--- src/rtl/csi_pkg.sv ---
package csi_pkg;

  // Fixed instruction layout of the select-increment family
  localparam int unsigned INSN_W   = 32;
  localparam int unsigned IDX_W    = 5;
  localparam int unsigned COND_W   = 4;
  localparam int unsigned FLAG_W   = 4;
  localparam logic [9:0]  OPC_HI   = 10'b0011010100;
  localparam logic [1:0]  OPC_LO   = 2'b01;
  localparam logic [IDX_W-1:0] ZERO_IDX = '1;

  // Flag positions inside the flag vector
  localparam int unsigned FLG_N = 3;
  localparam int unsigned FLG_Z = 2;
  localparam int unsigned FLG_C = 1;
  localparam int unsigned FLG_V = 0;

  typedef enum logic [2:0] {
    BT_ZERO   = 3'b000,
    BT_CARRY  = 3'b001,
    BT_NEG    = 3'b010,
    BT_OVF    = 3'b011,
    BT_ABOVE  = 3'b100,
    BT_SGE    = 3'b101,
    BT_SGT    = 3'b110,
    BT_ALWAYS = 3'b111
  } base_test_e;

  typedef struct packed {
    logic              wide;
    logic [IDX_W-1:0]  src_b;
    logic [COND_W-1:0] cond;
    logic [IDX_W-1:0]  src_a;
    logic [IDX_W-1:0]  dst;
  } insn_fields_t;

endpackage

--- src/rtl/csi_decode.sv ---
module csi_decode
  import csi_pkg::*;
(
  input  logic [INSN_W-1:0] insn,
  output insn_fields_t      fld,
  output logic              match,
  output logic              dst_live,
  output logic [1:0]        src_is_zero,
  output logic              alias_hit
);

  always_comb begin
    fld.wide  = insn[31];
    fld.src_b = insn[20:16];
    fld.cond  = insn[15:12];
    fld.src_a = insn[9:5];
    fld.dst   = insn[4:0];
  end

  assign match = (insn[30:21] == OPC_HI) && (insn[11:10] == OPC_LO);

  assign dst_live       = (fld.dst != ZERO_IDX);
  assign src_is_zero[0] = (fld.src_a == ZERO_IDX);
  assign src_is_zero[1] = (fld.src_b == ZERO_IDX);

  // Shorthand form: one real source named twice, condition not always/never
  assign alias_hit = match
                   && (fld.src_a == fld.src_b)
                   && !src_is_zero[0]
                   && (fld.cond[3:1] != 3'b111);

endmodule

--- src/rtl/csi_cond_eval.sv ---
module csi_cond_eval
  import csi_pkg::*;
(
  input  logic [COND_W-1:0] cond,
  input  logic [FLAG_W-1:0] flags,
  output logic              pass
);

  logic       f_n, f_z, f_c, f_v;
  logic       base;
  base_test_e sel;

  assign f_n = flags[FLG_N];
  assign f_z = flags[FLG_Z];
  assign f_c = flags[FLG_C];
  assign f_v = flags[FLG_V];
  assign sel = base_test_e'(cond[3:1]);

  always_comb begin
    unique case (sel)
      BT_ZERO:   base = f_z;
      BT_CARRY:  base = f_c;
      BT_NEG:    base = f_n;
      BT_OVF:    base = f_v;
      BT_ABOVE:  base = f_c & ~f_z;
      BT_SGE:    base = (f_n == f_v);
      BT_SGT:    base = ~f_z & (f_n == f_v);
      default:   base = 1'b1;
    endcase
  end

  // Low bit inverts, except the all-ones code which stays always-true
  assign pass = (cond[0] && (cond != '1)) ? ~base : base;

endmodule

--- src/rtl/csi_datapath.sv ---
module csi_datapath #(
  parameter int unsigned XLEN   = 64,
  parameter int unsigned NARROW = 32
) (
  input  logic                 wide,
  input  logic [1:0]           src_zero,
  input  logic [1:0][XLEN-1:0] src,
  input  logic                 pass,
  output logic [XLEN-1:0]      res
);

  localparam int unsigned PAD = XLEN - NARROW;

  logic [1:0][XLEN-1:0] opnd;
  logic [XLEN-1:0]      bumped;
  logic [XLEN-1:0]      picked;

  // Zero-register gating, one per source
  for (genvar g = 0; g < 2; g++) begin : g_opnd
    assign opnd[g] = src_zero[g] ? '0 : src[g];
  end

  // Both candidates are always formed; selection is a plain mux
  assign bumped = opnd[1] + XLEN'(1);
  assign picked = pass ? opnd[0] : bumped;

  if (PAD > 0) begin : g_narrow
    assign res = wide ? picked : {{PAD{1'b0}}, picked[NARROW-1:0]};
  end else begin : g_full
    logic unused_wide;
    assign unused_wide = wide;
    assign res = picked;
  end

endmodule

--- src/rtl/csi_exec.sv ---
module csi_exec
  import csi_pkg::*;
#(
  parameter int unsigned XLEN   = 64,
  parameter int unsigned NARROW = 32
) (
  input  logic              clk,
  input  logic              rst,
  input  logic [31:0]       insn_i,
  input  logic [XLEN-1:0]   src_a_i,
  input  logic [XLEN-1:0]   src_b_i,
  input  logic [3:0]        nzcv_i,
  output logic [4:0]        rd_o,
  output logic [XLEN-1:0]   result_o,
  output logic              wr_en_o,
  output logic              inc_alias_o
);

  insn_fields_t         fld;
  logic                 match, dst_live, alias_hit, pass;
  logic [1:0]           src_is_zero;
  logic [1:0][XLEN-1:0] src;
  logic [XLEN-1:0]      res;

  assign src[0] = src_a_i;
  assign src[1] = src_b_i;

  csi_decode u_dec (
    .insn        (insn_i),
    .fld         (fld),
    .match       (match),
    .dst_live    (dst_live),
    .src_is_zero (src_is_zero),
    .alias_hit   (alias_hit)
  );

  csi_cond_eval u_cond (
    .cond  (fld.cond),
    .flags (nzcv_i),
    .pass  (pass)
  );

  csi_datapath #(.XLEN(XLEN), .NARROW(NARROW)) u_dp (
    .wide     (fld.wide),
    .src_zero (src_is_zero),
    .src      (src),
    .pass     (pass),
    .res      (res)
  );

  always_ff @(posedge clk) begin
    if (rst) begin
      rd_o        <= '0;
      result_o    <= '0;
      wr_en_o     <= 1'b0;
      inc_alias_o <= 1'b0;
    end else begin
      rd_o        <= match ? fld.dst : '0;
      result_o    <= match ? res : '0;
      wr_en_o     <= match && dst_live;
      inc_alias_o <= alias_hit;
    end
  end

endmodule

--- config.mk ---
export PLATFORM = sky130hd
export DESIGN_NAME = csi_exec
export DESIGN_NICKNAME = d
export VERILOG_FILES = /design/src/rtl/csi_pkg.sv /design/src/rtl/csi_decode.sv /design/src/rtl/csi_cond_eval.sv /design/src/rtl/csi_datapath.sv /design/src/rtl/csi_exec.sv
export SDC_FILE = /design/constraint.sdc
export NUM_CORES = 1
export LEC_CHECK = 0
export BUFFER_PORTS_ARGS = -buffer_cell sky130_fd_sc_hd__buf_2
export CAP_MARGIN = 20
export CORE_MARGIN = 2
export CORE_UTILIZATION = 45
export DETAILED_ROUTE_END_ITERATION = 7
export GPL_TIMING_DRIVEN = 1
export MAX_ROUTING_LAYER = met4
export PLACE_DENSITY = 0.81
export RECOVER_POWER = 100
export SYNTH_ARGS = -nofsm -noshare
export SYNTH_HDL_FRONTEND = slang
export SYNTH_SLANG_ARGS = --single-unit
export TNS_END_PERCENT = 1
--- constraint.sdc ---
create_clock -name clk -period 7.37 [get_ports clk]
set_input_delay 0.3685 -clock clk [delete_from_list [all_inputs] [get_ports clk]]
set_output_delay 0.3685 -clock clk [all_outputs]
set_load 0.02 [all_outputs]
[Word level (Yosys, flattened, before mapping)]
Cells that the tools add are included.
Cells by class
  $add $sub $neg: 1
  equal/unequal tests: 15
  multiplexer cells: 5
  bitwise gates (word level): 6
  reduce and logical (&&, ||, !) cells: 10
Operator list (number)
  two-way mux 64 bit: 3
  adder 64 x 1 -> 64 bit (second input constant): 1
  == test 10 x 8 -> 1 bit (second input constant): 1
  == test 5 bit (second input constant): 2
  == test 3 bit (second input constant): 3
  one-hot mux 1 bit (7 select lines): 1
  == test 3 x 2 -> 1 bit (second input constant): 2
  logical AND 1 bit: 6
  == test 5 bit: 1
  inequality test 5 bit (second input constant): 1
  inequality test 4 bit (second input constant): 1
  inverter 1 bit: 4
  == test 3 x 1 -> 1 bit (second input constant): 1
  zero test 3 bit: 1
  inequality test 3 bit (second input constant): 1
  OR reduction 3 bit: 1
  AND 1 bit: 2
  == test 2 x 1 -> 1 bit (second input constant): 1
  OR reduction 2 bit: 1
  == test 1 bit: 1
  zero test 1 bit: 1
  two-way mux 1 bit: 1
Word-level totals
  bits in registers: 71
  input port bits: 166
  logic and storage cells: 42

[Longest topological paths before layout]
Gate-level depths: netlist of run 1.
  word-level depth: 6
  depth in mapped cells: 14
  depth with buffers taken out: 10

[By module]
Synthesis of run 1 repeated with hierarchy kept, for this count alone.
Second synthesis, totals
  cell total of the unflattened synthesis: 689
  area total of the unflattened synthesis: 5427.7 µm²
By module, submodules not included
  csi_datapath: instances 1, cells an instance 475, area an instance 2876.5 µm²
  csi_exec: instances 1, cells an instance 156, area an instance 2125.8 µm²
  csi_decode: instances 1, cells an instance 40, area an instance 295.3 µm²
  csi_cond_eval: instances 1, cells an instance 18, area an instance 130.1 µm²

[Least setup slack after synthesis of run 1]
OpenSTA, ideal clock, no wires.
  path kind: input-to-reg
  start: input insn_i[20]
  end: register result_o[54]
  library setup time: 0.117 ns
  arrival time: 3.143 ns
  data required time: 7.253 ns
  slack: 4.111 ns
  stages: 14
  path buffers: 4
  cell sequence: and4_1 -> nand2_1 -> buf_2 -> buf_1 -> buf_1 -> and2_1 -> ha_1 -> nand4_1 -> nor3_1 -> buf_2 -> nand4_2 -> nor4_1 -> xnor2_1 -> a22o_1
Between the ends
  word-level cells in the longest chain between the ends: 4
Ends and longest elaborated chain
  start: declaration: RTL line csi_exec.sv:9  | input logic [31:0] insn_i,
  == test 5 bit: RTL line csi_decode.sv:24  | assign src_is_zero[1] = (fld.src_b == ZERO_IDX);
  two-way mux 64 bit: RTL line csi_datapath.sv:20  | assign opnd[g] = src_zero[g] ? '0 : src[g];
  adder 64 x 1 -> 64 bit: RTL line csi_datapath.sv:24  | assign bumped = opnd[1] + XLEN'(1);
  two-way mux 64 bit: RTL line csi_datapath.sv:25  | assign picked = pass ? opnd[0] : bumped;
  end signal: assignment: RTL line csi_exec.sv:59  | result_o <= match ? res : '0;
  end: declaration: RTL line csi_exec.sv:14  | output logic [XLEN-1:0] result_o,
No other way between the ends.
A chain may end at the register's enable or synchronous reset.

[Final worst setup path of run 1]
  start: input insn_i[20]
  end: register result_o[34]
The elaborated chain is that of the path after synthesis.

==> results_dict.tcl, run 1 <==
set metrics [dict create \
    postCtsResizedCells 0 \
    syn-num-nets 722 \
    swShare 0.286 \
    critPathMaxFanout 61 \
    hold_path_end "wr_en_o" \
    hold_buffers 0 \
    dp_slack_ns 4.04 \
    grt_pass1_wl_um 23900 \
    syn_area_um2 4360 \
    multiInputGateArea_um2 2730 \
    ys_seq_area_frac 0.326 \
    syn_avg_cell_area_um2 7.85 \
    internal_power_mw 0.645 \
    async_flop_share 0 \
    stdcell_area_um2 5750 \
    via_count 5146 \
    fin_tns_setup_ns 0 \
    path_clk_slew_ns 0.08 \
    clock_sinks 71 \
    slew_headroom -0.744 \
    total_power_mw 0.904 \
    grt_use_total 0.301 \
    drive_gt1_frac 0.248 \
    p_seq_frac 0.424 \
    place_congestion 0.882 \
    outcome "complete, but fails checks" \
    cts_setup_buffers 0 \
    synth.distinct_cells 44 \
    rows 35 \
    clock.fmax_ghz 0.225 \
    drt-met1-wl_um 6650 \
    violations "max-capacitance violations, max-slew violations" \
    drtAntennaViolNets 0 \
    min_path_cells 2 \
    hold_viol_final 0 \
    clockBufferDepth 2 \
    yosys_warnings 0 \
    critical_path_class "primary input to flop" \
    synth_ff_type "dfxtp_1" \
    fillerInstances 929 \
    grt_max_degree 62 \
    viasPerCell 5.65 \
    slowest_stage "clkbuf_1" \
    met2_length_um 7620 \
    finalWorstSetupSlack_ns 2.92 \
    fin_crit_sh 0.603 \
    max-vdd-ir-drop_mv 0.0909 \
    whs_ns 0.202 \
    dieArea_um2 10500 \
    dpl_cell_area_um2 5580 \
    end_kind "flop" \
    final_nets 943 \
    wl_per_cell_um 17.1 \
    synth-edff-count 0 \
    overflow 0 \
    min_path_type "primary input to flop" \
    start_kind "primary input" \
    first_iter_violations 327 \
    path_cells "buf_2 > and4_1 > nand2_1 > clkbuf_1 > nand4_1 > nor4_1 > xnor2_1 > a22o_1" \
    worstMarginPinSlew_ns 2.62 \
    rsz0062_at_grt "false" \
    hpwl_um 12200 \
    cts_buffers 9 \
    ys_ff_latch 71 \
    power.share.clock 0.408 \
    powerDensity_nw_per_um2 157 \
    grt_pass1_vias 4737 \
    drtPass1Iterations 5 \
    port_buffers 236 \
    wl_met3_um 1050 \
    period_minus_slack_ns 4.45 \
    cp.required_ns 7.62 \
    setup_viol 0 \
    cp_data_arrival_time_ns 4.69 \
    route.detailed.drc 0 \
    syn_inst 555 \
    pin_count 237 \
    root_buffer "clkbuf_8" \
    critPathMaxStageDelay_ns 1.89 \
    combinationalPowerShare 0.168 \
    min_from "insn_i[3]" \
    seqCellArea_um2 1420 \
    maxSlewViolCount 62 \
    power_leakage_nw 2.28 \
    start_util 0.467 \
    die_w_um 102 \
    highest_layer "met4" \
    fp.dieH_um 102 \
    cap_viol_max_count 1 \
    antenna_found_initial 0 \
    cts_tree "yes" \
    area.growth.synth_to_final_pct 32.1 \
    switchingPower_mw 0.259 \
    coreArea_um2 9330 \
    routed_wl_um 15600 \
    htree_levels 3 \
]
state kept, by name, indices dropped and copies added (netlist names):
| signal | cells |
|---|---|
| rd_o | 5 |
| wr_en_o | 1 |
| inc_alias_o | 1 |
| result_o | 64 |
worst max-delay path: cells and delay by family:
kind | cells | cell delay [ns]
AOI/OAI and AO/OA | 1 | 0.21
xor gates and xnor gates | 1 | 0.13
and+or+nand+nor | 4 | 1.98
buffers and inverters | 2 | 2.00
per-stage QoR:
stage	instances	utilization
3_5_place_dp	892	0.599
5_1_grt	910	0.617
3_3_place_gp	892	0.599
2_1_floorplan	555	-
4_1_cts	908	0.623
6_report	911	0.617
synth_stat cells, types with 4 or more instances:
master | n | area share
dfxtp_1 | 71 | 0.33
and2_1 | 4 | 0.0057
nor4_1 | 24 | 0.034
and3_1 | 15 | 0.022
nor3_1 | 25 | 0.029
buf_6 | 4 | 0.010
o211ai_1 | 4 | 0.0069
xnor2_1 | 53 | 0.11
nand4_1 | 30 | 0.043
buf_2 | 13 | 0.015
o2bb2ai_1 | 20 | 0.040
xor2_1 | 14 | 0.028
a22o_1 | 17 | 0.034
clkbuf_1 | 14 | 0.012
nor2_1 | 30 | 0.026
a21oi_1 | 30 | 0.034
nand2_1 | 58 | 0.050
nand3_1 | 75 | 0.086
and4_1 | 5 | 0.010
inv_1 | 11 | 0.0095
nand2b_1 | 4 | 0.0057
layout by cell type (no fill, tap or decap), drive strengths merged, types with 3 or more instances in the layout:
cell	n
a211oi	3
a21oi	30
a22o	17
and2	4
and3	15
and4	6
buf	169
clkbuf	84
dfxtp	71
inv	14
nand2	58
nand2b	4
nand3	75
nand4	31
nor2	30
nor3	25
nor4	25
o211ai	4
o2bb2ai	20
xnor2	53
xor2	14
power by group through the flow:
| stage | registers (mW) | logic, mW | clock network (mW) |
|---|---|---|---|
| 4_1_cts | 0.383 | 0.151 | 0.377 |
| 2_1_floorplan | 0.392 | 0.0758 | 0 |
| 6_report | 0.383 | 0.152 | 0.368 |
| 5_1_grt | 0.383 | 0.168 | 0.388 |
| 3_3_place_gp | 0.392 | 0.147 | 0 |
| 3_5_place_dp | 0.392 | 0.150 | 0 |
area by class of cell:
cell class / count / area share
sequential: 71 / 0.247
clock inverter: 7 / 0.0178
clock buffer: 9 / 0.0215
inverter: 11 / 0.00718
tap: 129 / 0.0280
timing repair buffer: 244 / 0.203
multi-input combinational: 439 / 0.475
antenna: 1 / 0.000435
metal layers:
layer  GRT usage  vias to the layer above
li1            -                     2468
met1       0.391                     2432
met2       0.494                      223
met3      0.0363                       23
met4      0.0851                        0
met5           -                        -
logic make-up (layout without fill, tap and decap cells):
logic type | Yosys count | after routing | synth area share
mux | 2 | 2 | 0.00460
other cells | 0 | 1 | 0
simple gates | 287 | 287 | 0.348
buf+inv | 45 | 271 | 0.0494
flops | 71 | 71 | 0.326
xor+xnor | 67 | 67 | 0.135
fa+ha+maj | 1 | 1 | 0.00287
compound gates | 82 | 82 | 0.134
worst max path at each step:
stage                    start            to  slack (ns)  cells past startpoint
floorplan           insn_i[20]  result_o[54]        4.11                     14
global placement    insn_i[12]  result_o[44]        4.13                      7
detailed placement  insn_i[13]  result_o[54]        4.04                      7
CTS                 insn_i[13]  result_o[54]        4.39                      7
global route        insn_i[19]  result_o[34]        2.56                      8
finish              insn_i[20]  result_o[34]        2.92                      8
(Power assumes the default switching activity.)
==> run 2, diff against run 1 <==
Clock period 7.37 ns to 4.6 ns, I/O delays scaled along.
==> run 2 against run 1 <==
The flow now finishes without violations. First-iteration DRC count shrank 9.5%. Largest cell class unchanged. Total power increased by 53%. Critical path type unchanged. Via count is 1.1% lower. Final cell count down 0.11%. Worst hold slack got worse by 0.14 ns.
==> results_dict.tcl, run 2 (same netlist as run 1, synthesis figures left out) <==
set metrics [dict create \
    outcome "finished clean" \
    slew_headroom 0.0115 \
    max-vdd-ir-drop_mv 0.111 \
    multiInputGateArea_um2 2720 \
    powerDensity_nw_per_um2 242 \
    mostFrequentLayoutCells "buf_2, clkbuf_1, nand3_1, dfxtp_1, nand2_1" \
    stdcell_count 910 \
    routed_wl_um 15500 \
    clockBufferDepth 2 \
    htree_levels 3 \
    cp.required_ns 4.90 \
    rows 35 \
    startpoint "insn_i[14]" \
    overflow 0 \
    pin_count 237 \
    place_congestion 0.892 \
    top_regs "result_o x64, rd_o x5" \
    fin_tns_setup_ns 0 \
    via_count 5090 \
    grt_use_total 0.292 \
    clock.fmax_ghz 0.310 \
    grt_pass1_wl_um 23100 \
    first_iter_violations 296 \
    maxSlewViolCount 0 \
    cts_buffers 9 \
    worstMarginPinSlew_ns 1.48 \
    viasPerCell 5.59 \
    dp.cells 892 \
    setup_viol 0 \
    postCtsResizedCells 0 \
    grt_max_degree 67 \
    min_path_type "primary input to flop" \
    total_power_mw 1.38 \
    end_kind "flop" \
    whs_ns 0.0655 \
    cts_setup_buffers 0 \
    die_w_um 102 \
    wl_per_cell_um 17.0 \
    final_common_cell "buf_2" \
    critPathMaxFanout 30 \
    min_path_cells 2 \
    path_cells "clkbuf_1 > nor4b_1 > a31oi_1 > a21oi_1 > or3_1 > and3_1 > clkbuf_1 > a22o_1" \
    area.growth.synth_to_final_pct 30.5 \
    coreArea_um2 9330 \
    path_clk_slew_ns 0.08 \
    root_buffer "clkbuf_8" \
    power_leakage_nw 2.26 \
    crit_end "result_o[51]" \
    hold_viol_final 0 \
    hpwl_um 12100 \
    path_common_cell "clkbuf_1" \
    critPathMaxStageDelay_ns 0.94 \
    seqCellArea_um2 1420 \
    period_minus_slack_ns 3.23 \
    largest_reg_flops 64 \
    port_buffers 236 \
    final_nets 943 \
    route.detailed.drc 0 \
    grt_pass1_vias 4807 \
    min_from "insn_i[3]" \
    registers.top_by_ff_count "result_o" \
    clock_sinks 71 \
    fp.dieH_um 102 \
    slowest_stage "clkbuf_1" \
    hold_buffers 0 \
    start_util 0.467 \
    drive_gt1_frac 0.243 \
    cp_data_arrival_time_ns 3.52 \
    fillerInstances 920 \
    finish.utilization 0.610 \
    cts_tree "yes" \
    dieArea_um2 10500 \
    antenna_cells 0 \
    cap_viol_max_count 0 \
    drtPass1Iterations 5 \
    fin_crit_sh 0.701 \
    antenna_found_initial 0 \
    start_kind "primary input" \
    drtAntennaViolNets 0 \
    critical_path_class "primary input to flop" \
    rsz0062_at_grt "false" \
]
## run 2: cell count changes in the layout (fill, tap and decap cells not counted), sizes merged
cell      delta
buf          -1
inv          -2
clkinvlp     -1
diode        -1
clkinv       +3
bufinv       -1
clkbuf       +2
## run 2: where the power goes
| part | switching [mW] | internal (mW) | leakage [nW] |
|---|---|---|---|
| logic | 0.136 | 0.107 | 1.58 |
| registers | 0.0000122 | 0.614 | 0.571 |
| clock network | 0.266 | 0.254 | 0.101 |
| total | 0.403 | 0.975 | 2.26 |
## run 2: layout make-up
class,instances,share of cell area
tap,129,0.0284
multi-input combinational,439,0.478
inverter,11,0.00726
clock buffer,10,0.0224
sequential,71,0.250
clock inverter,6,0.0123
timing repair buffer,244,0.202
## run 2: worst min path at each step
| stage | to | slack (ns) |
|---|---|---|
| after floorplan | wr_en_o | 0.34 |
| after global routing | wr_en_o | 0.07 |
| after detailed placement | result_o[50] | 0.44 |
| final | wr_en_o | 0.07 |
| after CTS | wr_en_o | 0.05 |
| after global placement | result_o[50] | 0.43 |
## run 2: layer usage
layer,up-vias,part of all wire,GRT usage
met5,-,0,-
met4,0,0.022,0.108
met3,33,0.073,0.0383
met2,241,0.48,0.482
met1,2342,0.42,0.364
li1,2474,-,-
## run 2: stage by stage
step / setup slack, ns / instance area [µm²]
floorplan: 1.48 / 4360
finish: 1.37 / 5690
global route: 1.08 / 5690
global placement: 1.57 / 5580
detailed placement: 1.41 / 5580
CTS: 1.71 / 5780
## run 2: critical path: cells and delay by family
family	cells	cell delay (ns)
AO/OA/AOI/OAI	3	0.74
buffers and inverters	2	1.12
AND/OR/NAND/NOR	3	1.43
==> run 3, diff against run 2 <==
Clock period 4.6 ns to 3.05 ns, I/O delays scaled along.
==> run 3 against run 2 <==
The run now ends with max-capacitance violations, max-slew violations left. Count of clock-buffer cells in the layout decreased by 1. Flip-flop and latch count unchanged. Global-route usage rose by 2.6 points. Largest cell class unchanged. Largest power group is now the clock network.
==> results_dict.tcl, run 3 (same netlist as run 1, synthesis figures left out) <==
set metrics [dict create \
    maxSlewViolCount 36 \
    dieArea_um2 10500 \
    via_count 5264 \
    power_leakage_nw 2.38 \
    stdcell_count 931 \
    dpl_cell_area_um2 5620 \
    total_power_mw 2.30 \
    slowest_stage "clkbuf_2" \
    top_regs "result_o x64, rd_o x5" \
    coreArea_um2 9330 \
    swShare 0.278 \
    cts_tree "yes" \
    rsz0062_at_grt "false" \
    critPathMaxStageDelay_ns 0.42 \
    dp.cells 897 \
    cp_data_arrival_time_ns 2.88 \
    htree_levels 3 \
    registers.top_by_ff_count "result_o" \
    finalWorstSetupSlack_ns 0.425 \
    worstMarginPinSlew_ns 1.51 \
    violations "max-capacitance violations, max-slew violations" \
    max-vdd-ir-drop_mv 0.249 \
    dp_slack_ns 0.160 \
    fp.dieH_um 102 \
    hold_buffers 18 \
    area.growth.synth_to_final_pct 36.5 \
    final_nets 964 \
    hold_viol_final 0 \
    stdcell_area_um2 5950 \
    die_w_um 102 \
    grt_pass1_vias 4984 \
    switchingPower_mw 0.639 \
    drive_gt1_frac 0.247 \
    final_common_cell "buf_2" \
    start_kind "primary input" \
    cts_buffers 9 \
    start_util 0.467 \
    power.share.clock 0.427 \
    mostFrequentLayoutCells "buf_2, nand3_1, clkbuf_1, dfxtp_1, nand2_1" \
    pin_count 237 \
    rows 35 \
    cts_setup_buffers 0 \
    grt_use_total 0.318 \
    internal_power_mw 1.66 \
    clock_sinks 71 \
    antenna_cells 0 \
    overflow 0 \
    p_seq_frac 0.403 \
    route.detailed.drc 0 \
    grt_pass1_wl_um 24900 \
    end_kind "flop" \
    first_iter_violations 401 \
    slew_headroom -0.00689 \
    combinationalPowerShare 0.170 \
    min_path_type "primary input to flop" \
    largest_reg_flops 64 \
    clock.fmax_ghz 0.381 \
    clockBufferDepth 2 \
    wl_per_cell_um 17.8 \
    setup_viol 0 \
    root_buffer "clkbuf_8" \
    drtPass1Iterations 5 \
    place_congestion 0.892 \
    cap_viol_max_count 1 \
    routed_wl_um 16600 \
    powerDensity_nw_per_um2 386 \
    antenna_found_initial 0 \
    viasPerCell 5.65 \
    path_clk_slew_ns 0.08 \
    outcome "complete, but fails checks" \
    port_buffers 236 \
    critPathMaxFanout 32 \
    drtAntennaViolNets 0 \
    hpwl_um 12500 \
    cp.required_ns 3.30 \
    finish.utilization 0.638 \
    fin_crit_sh 0.861 \
    critical_path_class "primary input to flop" \
    period_minus_slack_ns 2.62 \
    postCtsResizedCells 0 \
    path_cells "clkbuf_1 > mux2i_1 > mux2i_1 > nand3_1 > or3_1 > clkbuf_2 > and3_1 > clkbuf_2 > a22o_1" \
    whs_ns 0.00516 \
    fin_tns_setup_ns 0 \
    grt_max_degree 54 \
]
[run 3: critical path, delay by kind of cell]
family,cells,cell delay [ns]
AOI/OAI and AO/OA,1,0.39
muxes,2,0.54
buffers and inverters,3,1.05
and+or+nand+nor,3,0.70
[run 3: final timing paths]
kind                    start  slack [ns]            to  cells after the start
setup / recovery   insn_i[14]        0.43  result_o[59]                      9
hold / removal    src_a_i[51]       0.005  result_o[51]                      2
[run 3: area by class of cell]
type | instances | area, µm²
sequential | 71 | 1420
timing repair buffer | 265 | 1340
fill | 912 | 3380
clock inverter | 7 | 125
tap | 129 | 161
clock buffer | 9 | 124
inverter | 11 | 41.3
multi-input combinational | 439 | 2730
[run 3: metal layers]
metal / vias to the layer above / wire [µm] / GRT usage
met1: 2446 / 7050 / 0.402
met3: 48 / 1250 / 0.0629
met2: 256 / 7800 / 0.513
met5: - / 0 / -
li1: 2514 / - / -
met4: 0 / 477 / 0.0985
[run 3: power by group through the flow]
stage / combinational, mW / clock [mW] / sequential, mW
final: 0.391 / 0.980 / 0.926
after global routing: 0.427 / 1.02 / 0.926
after CTS: 0.387 / 0.988 / 0.926
after detailed placement: 0.368 / 0 / 0.948
after global placement: 0.361 / 0 / 0.948
after floorplan: 0.183 / 0 / 0.948
